===== src/rtl/card_pwr_pkg.sv =====
package card_pwr_pkg;

    typedef enum logic [1:0] {
        PWR_OFF   = 2'b00,
        PWR_RSVD  = 2'b01,
        PWR_CYCLE = 2'b10,
        PWR_ON    = 2'b11
    } pwr_mode_e;

    typedef struct packed {
        logic o;
        logic oe;
    } lane_t;

    // Reserved code folds onto off; other codes map directly.
    function automatic pwr_mode_e resolve_field(input logic [1:0] f);
        pwr_mode_e m;
        case (f)
            2'b10:   m = PWR_CYCLE;
            2'b11:   m = PWR_ON;
            default: m = PWR_OFF;
        endcase
        return m;
    endfunction

    function automatic logic seq_violation(input pwr_mode_e cur, input pwr_mode_e req);
        return (cur == PWR_CYCLE) && (req == PWR_ON);
    endfunction

    // Value a lane holds while it is not under functional control.
    function automatic lane_t park_lane(input pwr_mode_e m);
        lane_t l;
        l.o  = (m != PWR_CYCLE);
        l.oe = 1'b1;
        return l;
    endfunction

endpackage


===== src/rtl/card_pwr_regs.sv =====
module card_pwr_regs
    import card_pwr_pkg::*;
#(
    parameter int WR_W      = 8,
    parameter int FIELD_LSB = 0,
    parameter int POL_BIT   = 4
) (
    input  logic            clk,
    input  logic            rst,
    input  logic            wr_en,
    input  logic [WR_W-1:0] wr_data,
    output pwr_mode_e       mode,
    output logic            dir_pol,
    output logic            seq_err
);

    logic [1:0] field;
    pwr_mode_e  req_mode;
    logic       refuse;

    always_comb begin
        field    = wr_data[FIELD_LSB +: 2];
        req_mode = resolve_field(field);
        refuse   = seq_violation(mode, req_mode);
    end

    always_ff @(posedge clk) begin
        if (rst) begin
            mode    <= PWR_OFF;
            dir_pol <= 1'b0;
            seq_err <= 1'b0;
        end else if (wr_en) begin
            if (refuse) begin
                seq_err <= 1'b1;
            end else begin
                mode    <= req_mode;
                dir_pol <= wr_data[POL_BIT];
            end
        end
    end

    assert_reset_R1: assert property (@(posedge clk)
        rst |=> (mode == PWR_OFF && !dir_pol && !seq_err));

    assert_rsvd_off_R5: assert property (@(posedge clk) disable iff (rst)
        (wr_en && wr_data[FIELD_LSB +: 2] == 2'b01) |=> (mode == PWR_OFF));

    assert_seq_block_R6: assert property (@(posedge clk) disable iff (rst)
        (wr_en && mode == PWR_CYCLE && wr_data[FIELD_LSB +: 2] == 2'b11)
        |=> (mode == PWR_CYCLE && seq_err && $stable(dir_pol)));

    assert_err_sticky_R7: assert property (@(posedge clk) disable iff (rst)
        seq_err |=> seq_err);

    assert_no_direct_on_R7: assert property (@(posedge clk) disable iff (rst)
        (mode == PWR_CYCLE) |=> (mode != PWR_ON));

    assert_hold_R9: assert property (@(posedge clk) disable iff (rst)
        !wr_en |=> ($stable(mode) && $stable(dir_pol)));

    assert_legal_R10: assert property (@(posedge clk) disable iff (rst)
        mode != PWR_RSVD);

endmodule


===== src/rtl/card_pwr_lane_mux.sv =====
module card_pwr_lane_mux
    import card_pwr_pkg::*;
(
    input  logic      clk,
    input  logic      rst,
    input  pwr_mode_e mode,
    input  lane_t     fn_lane,
    output lane_t     pad_lane
);

    always_comb begin
        if (mode == PWR_ON) pad_lane = fn_lane;
        else                pad_lane = park_lane(mode);
    end

    assert_off_high_R2: assert property (@(posedge clk) disable iff (rst)
        (mode == PWR_OFF) |-> (pad_lane.o && pad_lane.oe));

    assert_cycle_low_R3: assert property (@(posedge clk) disable iff (rst)
        (mode == PWR_CYCLE) |-> (!pad_lane.o && pad_lane.oe));

    assert_on_follow_R4: assert property (@(posedge clk) disable iff (rst)
        (mode == PWR_ON) |-> (pad_lane == fn_lane));

endmodule


===== src/rtl/card_pwr_dir.sv =====
module card_pwr_dir
    import card_pwr_pkg::*;
(
    input  logic      clk,
    input  logic      rst,
    input  pwr_mode_e mode,
    input  logic      dir_pol,
    input  logic      fn_dir,
    output logic      pad_dir
);

    logic active;

    always_comb begin
        active  = (mode == PWR_ON) ? fn_dir : 1'b1;
        pad_dir = active ^ dir_pol;
    end

    assert_dir_park_R8: assert property (@(posedge clk) disable iff (rst)
        (mode != PWR_ON) |-> (pad_dir == !dir_pol));

endmodule


===== src/rtl/card_pwr_ctrl.sv =====
module card_pwr_ctrl
    import card_pwr_pkg::*;
#(
    parameter int LANES     = 8,
    parameter int WR_W      = 8,
    parameter int FIELD_LSB = 0,
    parameter int POL_BIT   = 4
) (
    input  logic             clk,
    input  logic             rst,
    input  logic             wr_en,
    input  logic [WR_W-1:0]  wr_data,
    input  logic             fn_clk_o,
    input  logic             fn_clk_oe,
    input  logic             fn_cmd_o,
    input  logic             fn_cmd_oe,
    input  logic [LANES-1:0] fn_dat_o,
    input  logic [LANES-1:0] fn_dat_oe,
    input  logic             fn_dir,
    output logic             pad_clk_o,
    output logic             pad_clk_oe,
    output logic             pad_cmd_o,
    output logic             pad_cmd_oe,
    output logic [LANES-1:0] pad_dat_o,
    output logic [LANES-1:0] pad_dat_oe,
    output logic             pad_dir_o,
    output logic [1:0]       pwr_state_o,
    output logic             seq_err_o
);

    localparam int N_LINES = LANES + 2;
    localparam int CLK_IDX = LANES;
    localparam int CMD_IDX = LANES + 1;

    pwr_mode_e mode;
    logic      dir_pol;
    lane_t     fn_bus  [N_LINES];
    lane_t     pad_bus [N_LINES];

    card_pwr_regs #(
        .WR_W      (WR_W),
        .FIELD_LSB (FIELD_LSB),
        .POL_BIT   (POL_BIT)
    ) u_regs (
        .clk     (clk),
        .rst     (rst),
        .wr_en   (wr_en),
        .wr_data (wr_data),
        .mode    (mode),
        .dir_pol (dir_pol),
        .seq_err (seq_err_o)
    );

    always_comb begin
        for (int i = 0; i < LANES; i++) begin
            fn_bus[i].o  = fn_dat_o[i];
            fn_bus[i].oe = fn_dat_oe[i];
        end
        fn_bus[CLK_IDX].o  = fn_clk_o;
        fn_bus[CLK_IDX].oe = fn_clk_oe;
        fn_bus[CMD_IDX].o  = fn_cmd_o;
        fn_bus[CMD_IDX].oe = fn_cmd_oe;
    end

    for (genvar g = 0; g < N_LINES; g++) begin : g_line
        card_pwr_lane_mux u_mux (
            .clk      (clk),
            .rst      (rst),
            .mode     (mode),
            .fn_lane  (fn_bus[g]),
            .pad_lane (pad_bus[g])
        );
    end

    always_comb begin
        for (int i = 0; i < LANES; i++) begin
            pad_dat_o[i]  = pad_bus[i].o;
            pad_dat_oe[i] = pad_bus[i].oe;
        end
        pad_clk_o  = pad_bus[CLK_IDX].o;
        pad_clk_oe = pad_bus[CLK_IDX].oe;
        pad_cmd_o  = pad_bus[CMD_IDX].o;
        pad_cmd_oe = pad_bus[CMD_IDX].oe;
        pwr_state_o = mode;
    end

    card_pwr_dir u_dir (
        .clk     (clk),
        .rst     (rst),
        .mode    (mode),
        .dir_pol (dir_pol),
        .fn_dir  (fn_dir),
        .pad_dir (pad_dir_o)
    );

endmodule


===== config.mk =====
export PLATFORM = sky130hd
export DESIGN_NAME = card_pwr_ctrl
export DESIGN_NICKNAME = d
export VERILOG_FILES = /design/src/rtl/card_pwr_pkg.sv /design/src/rtl/card_pwr_regs.sv /design/src/rtl/card_pwr_lane_mux.sv /design/src/rtl/card_pwr_dir.sv /design/src/rtl/card_pwr_ctrl.sv
export SDC_FILE = /design/constraint.sdc
export NUM_CORES = 1
export LEC_CHECK = 0
export BUFFER_PORTS_ARGS = -buffer_cell sky130_fd_sc_hd__buf_2
export CAP_MARGIN = 0
export CORE_AREA = 2 2 39 41
export DETAILED_ROUTE_END_ITERATION = 8
export DIE_AREA = 0 0 41 43
export PLACE_DENSITY = 0.76
export SETUP_SLACK_MARGIN = 0.1
export SYNTH_ARGS = -nofsm -noshare
export SYNTH_HDL_FRONTEND = slang
export SYNTH_SLANG_ARGS = --single-unit
export TNS_END_PERCENT = 20

===== constraint.sdc =====
create_clock -name clk -period 1.4 [get_ports clk]
set_clock_uncertainty 0.05 [all_clocks]
set_input_delay 0.28 -clock clk [delete_from_list [all_inputs] [get_ports clk]]
set_output_delay 0.28 -clock clk [all_outputs]
set_load 0.02 [all_outputs]

==> Implementation_results.wiki <==
{| class="wikitable"
! Metric !! Value
|-
| Critical path's slowest cell || sky130_fd_sc_hd__dfxtp_4
|-
| Buffers from clock root to sink, at most || 2
|-
| Drt pass-1 iters || 1
|-
| Max-slew headroom || 0.859
|-
| Power per cell area || 594 nW/µm²
|-
| CTS Buf Count || 3
|-
| Number of top-level pins || 56
|-
| Final total power || between 0.4 and 0.5 mW
|-
| Final core utilization || 0.508
|-
| Placeable core region || around 1400 µm²
|-
| Buffer and inverter count on the worst path || 1
|-
| Sequential-to-total area share from yosys stat || 0.250
|-
| Post-synthesis cell area || 320 µm²
|-
| Total of fill cells in the finished design || 153
|-
| Vias in the first global route || 417
|-
| RD Place Congestion || ~0.6
|-
| Starting DRT DRC Count || 0
|-
| Vertical die dimension || between 40 and 50 µm
|-
| Post-CTS Hold Fix Bufs || 0
|-
| Total global routing overflow || 0
|-
| H-tree level count || 1
|-
| Post-route clock period utilization || 0.971
|-
| Cells on worst reg2reg path || 4
|-
| Top Family by Delay on Critical Path || flip-flops
|-
| CP endpoint kind || primary output
|-
| Fin nets || 140
|-
| Data required time of the worst path || 1.07 ns
|-
| Max-slew violations || 0
|-
| Clock-pin slew on the worst setup and hold paths || ~0.04 ns
|-
| Largest fanout of any net on the critical path || 6
|-
| Max-cap check violation count || 0
|-
| Clock tree from TritonCTS || built
|-
| Setup repair after global routing missed its margin || yes
|-
| Final wirelength || 1200 µm
|-
| Die outline width || just over 40 µm
|-
| Worst voltage drop across the vdd grid || between 200 and 300 µV
|-
| Via/cell ratio || 4.50
|-
| Via Count || 549
|-
| Clock Tree Root || sky130_fd_sc_hd__clkbuf_4
|-
| Outcome || finished clean
|-
| Routed len/inst || 9.85 µm
|-
| Number of instances in the synthesized netlist || 53
|-
| Hold Crit Class || in -> reg
|-
| Post-route ant nets || 0
|-
| Layout cell share with drive strength beyond 1 || 0.575
|-
| HPWL after DPL || about 940 µm
|-
| Total nets after synthesis || 85
|-
| Clock insertion delay at the later pin of the skew report || roughly 0.23 ns
|-
| Wire length of the first global-routing pass || about 1600 µm
|-
| Post-route worst hold slack || between 0.15 and 0.2 ns
|-
| Critical path startpoint category || register
|-
| Count of unique library cells instantiated by Yosys || 14
|-
| Detailed-route DRC error count || 0
|-
| Number of warnings reported in the yosys synthesis log || 0
|-
| Clock net sink count || 4
|-
| Worst Hold End || u_regs.mode[1]$_SDFFE_PP0P_
|-
| Data arrival at the endpoint of the critical path || 1.03 ns
|-
| Std cell rows || 14
|-
| Cell chain of the critical path || nand2_4 > or2_1 > buf_6
|-
| Final hold violation count || 0
|-
| Synthesis-to-layout area growth || 120%
|-
| I/O Buffers || 50
|-
| Number of setup violations in the final report || 0
|-
| Reported leakage power || 0.340 nW
|-
| R2r setup slk || 0.23 ns
|-
| Pin slew with the least headroom to its limit || 0.211 ns
|-
| Initial standard-cell utilization of the core || 0.231
|-
| Die outline area || ~1800 µm²
|-
| Global-route usage over all layers || 0.139
|-
| Register bit count reported by yosys || 4
|-
| Crit Reg-Reg Endpoint || u_regs.dir_pol$_SDFFE_PP0P_
|-
| Final min period || 1.36 ns
|-
| Crit path largest cell delay || 0.36 ns
|-
| Number of inserted diodes || 0
|-
| Max Clock Freq || 0.736 GHz
|-
| Worst hold path cell count || 2
|-
| Post-synthesis area per instance || 6.04 µm²
|-
| Min-delay src || rst
|-
| Reg-to-Reg Start || u_regs.mode[1]$_SDFFE_PP0P_
|-
| WS Path Type || reg -> out
|-
| Antenna violations before repair || 0
|-
| Largest net degree at the start of global routing || 15
|}
==> through the flow <==
stage | setup WS (ns) | instances | instance area, µm² | setup TNS, ns
finish | 0.0409 | 122 | 703 | 0
global route | -0.0122 | 122 | 703 | -0.0174
CTS | 0.0273 | 122 | 667 | 0
detailed placement | 0.138 | 118 | 596 | 0
global placement | 0.185 | 118 | 596 | 0
floorplan | 0.154 | 53 | 323 | 0
==> how the worst max path moves through the flow <==
stage	startpoint	end	slack, ns	cells after the start
global placement	u_regs.mode[1]$_SDFFE_PP0P_	pad_dir_o	0.18	4
floorplan	u_regs.mode[1]$_SDFFE_PP0P_	pad_clk_oe	0.15	3
global route	u_regs.mode[0]$_SDFFE_PP0P_	pad_dir_o	-0.01	4
finish	u_regs.mode[0]$_SDFFE_PP0P_	pad_dat_oe[7]	0.04	3
CTS	u_regs.mode[0]$_SDFFE_PP0P_	pad_dir_o	0.03	4
detailed placement	u_regs.mode[1]$_SDFFE_PP0P_	pad_dir_o	0.14	4
==> logic make-up after synthesis <==
family / count (synthesis) / synth area share
buf+inv: 5 / 0.0625
mux: 1 / 0.0313
compound gates: 5 / 0.0859
flops: 4 / 0.250
simple gates: 37 / 0.543
xor+xnor: 1 / 0.0273
==> cell type report <==
class	count	area [µm²]	share of cell area
clock buffers	3	22.5	0.0320
inverters	2	7.51	0.0107
multi-input cells	45	249	0.354
flip-flops and latches	4	87.6	0.125
well taps	16	20.0	0.0285
repair buffers	52	317	0.450
==> placed cells by master, fill, tap and decap left out <==
| cell type | instances |
|---|---|
| sky130_fd_sc_hd__a211oi_1 | 1 |
| sky130_fd_sc_hd__a21oi_1 | 3 |
| sky130_fd_sc_hd__and4b_1 | 1 |
| sky130_fd_sc_hd__buf_2 | 40 |
| sky130_fd_sc_hd__buf_4 | 5 |
| sky130_fd_sc_hd__buf_6 | 7 |
| sky130_fd_sc_hd__clkbuf_4 | 3 |
| sky130_fd_sc_hd__dfxtp_1 | 2 |
| sky130_fd_sc_hd__dfxtp_4 | 2 |
| sky130_fd_sc_hd__inv_1 | 2 |
| sky130_fd_sc_hd__mux2i_1 | 1 |
| sky130_fd_sc_hd__nand2_1 | 21 |
| sky130_fd_sc_hd__nand2_2 | 1 |
| sky130_fd_sc_hd__nand2_4 | 1 |
| sky130_fd_sc_hd__nand3b_1 | 1 |
| sky130_fd_sc_hd__nor2_1 | 2 |
| sky130_fd_sc_hd__nor2_4 | 1 |
| sky130_fd_sc_hd__o21ai_0 | 1 |
| sky130_fd_sc_hd__or2_1 | 10 |
| sky130_fd_sc_hd__xnor2_2 | 1 |
==> where the power goes <==
part           internal, mW  switching [mW]
Sequential            0.119         0.00736
Clock                0.0957          0.0448
Combinational        0.0683          0.0819
==> state kept, by name, indices dropped and copies added (netlist names) <==
register,count
u_regs.dir_pol,1
u_regs.mode,2
u_regs.seq_err,1
==> synthesized netlist by cell type <==
| cell | count | area [µm²] |
|---|---|---|
| sky130_fd_sc_hd__xnor2_1 | 1 | 8.76 |
| sky130_fd_sc_hd__nor2_1 | 3 | 11.3 |
| sky130_fd_sc_hd__a21oi_1 | 3 | 15.0 |
| sky130_fd_sc_hd__dfxtp_1 | 4 | 80.1 |
| sky130_fd_sc_hd__a211oi_1 | 1 | 7.51 |
| sky130_fd_sc_hd__inv_1 | 2 | 7.51 |
| sky130_fd_sc_hd__o21ai_0 | 1 | 5.00 |
| sky130_fd_sc_hd__and4b_1 | 1 | 10.0 |
| sky130_fd_sc_hd__mux2i_1 | 1 | 10.0 |
| sky130_fd_sc_hd__clkbuf_1 | 2 | 7.51 |
| sky130_fd_sc_hd__buf_2 | 1 | 5.00 |
| sky130_fd_sc_hd__nand3b_1 | 1 | 7.51 |
| sky130_fd_sc_hd__nand2_1 | 22 | 82.6 |
| sky130_fd_sc_hd__or2_1 | 10 | 62.6 |
==> repair_timing <==
| action | 4_1_cts | 5_1_grt |
|---|---|---|
| cloned | 1 | 0 |
| resized for setup | 13 | 11 |
| buffers inserted | 0 | 0 |
| endpoints found under the setup margin | 21 | 22 |
| pin swaps | 1 | 0 |
==> routing by layer <==
layer / vias up / track usage / share of wire
li1: 274 / - / -
met1: 233 / 0.0929 / 0.30
met2: 38 / 0.266 / 0.53
met3: 4 / 0.0366 / 0.14
met4: 0 / 0.120 / 0.030
met5: - / 0 / 0
Power figures use the tool's default switching activity.
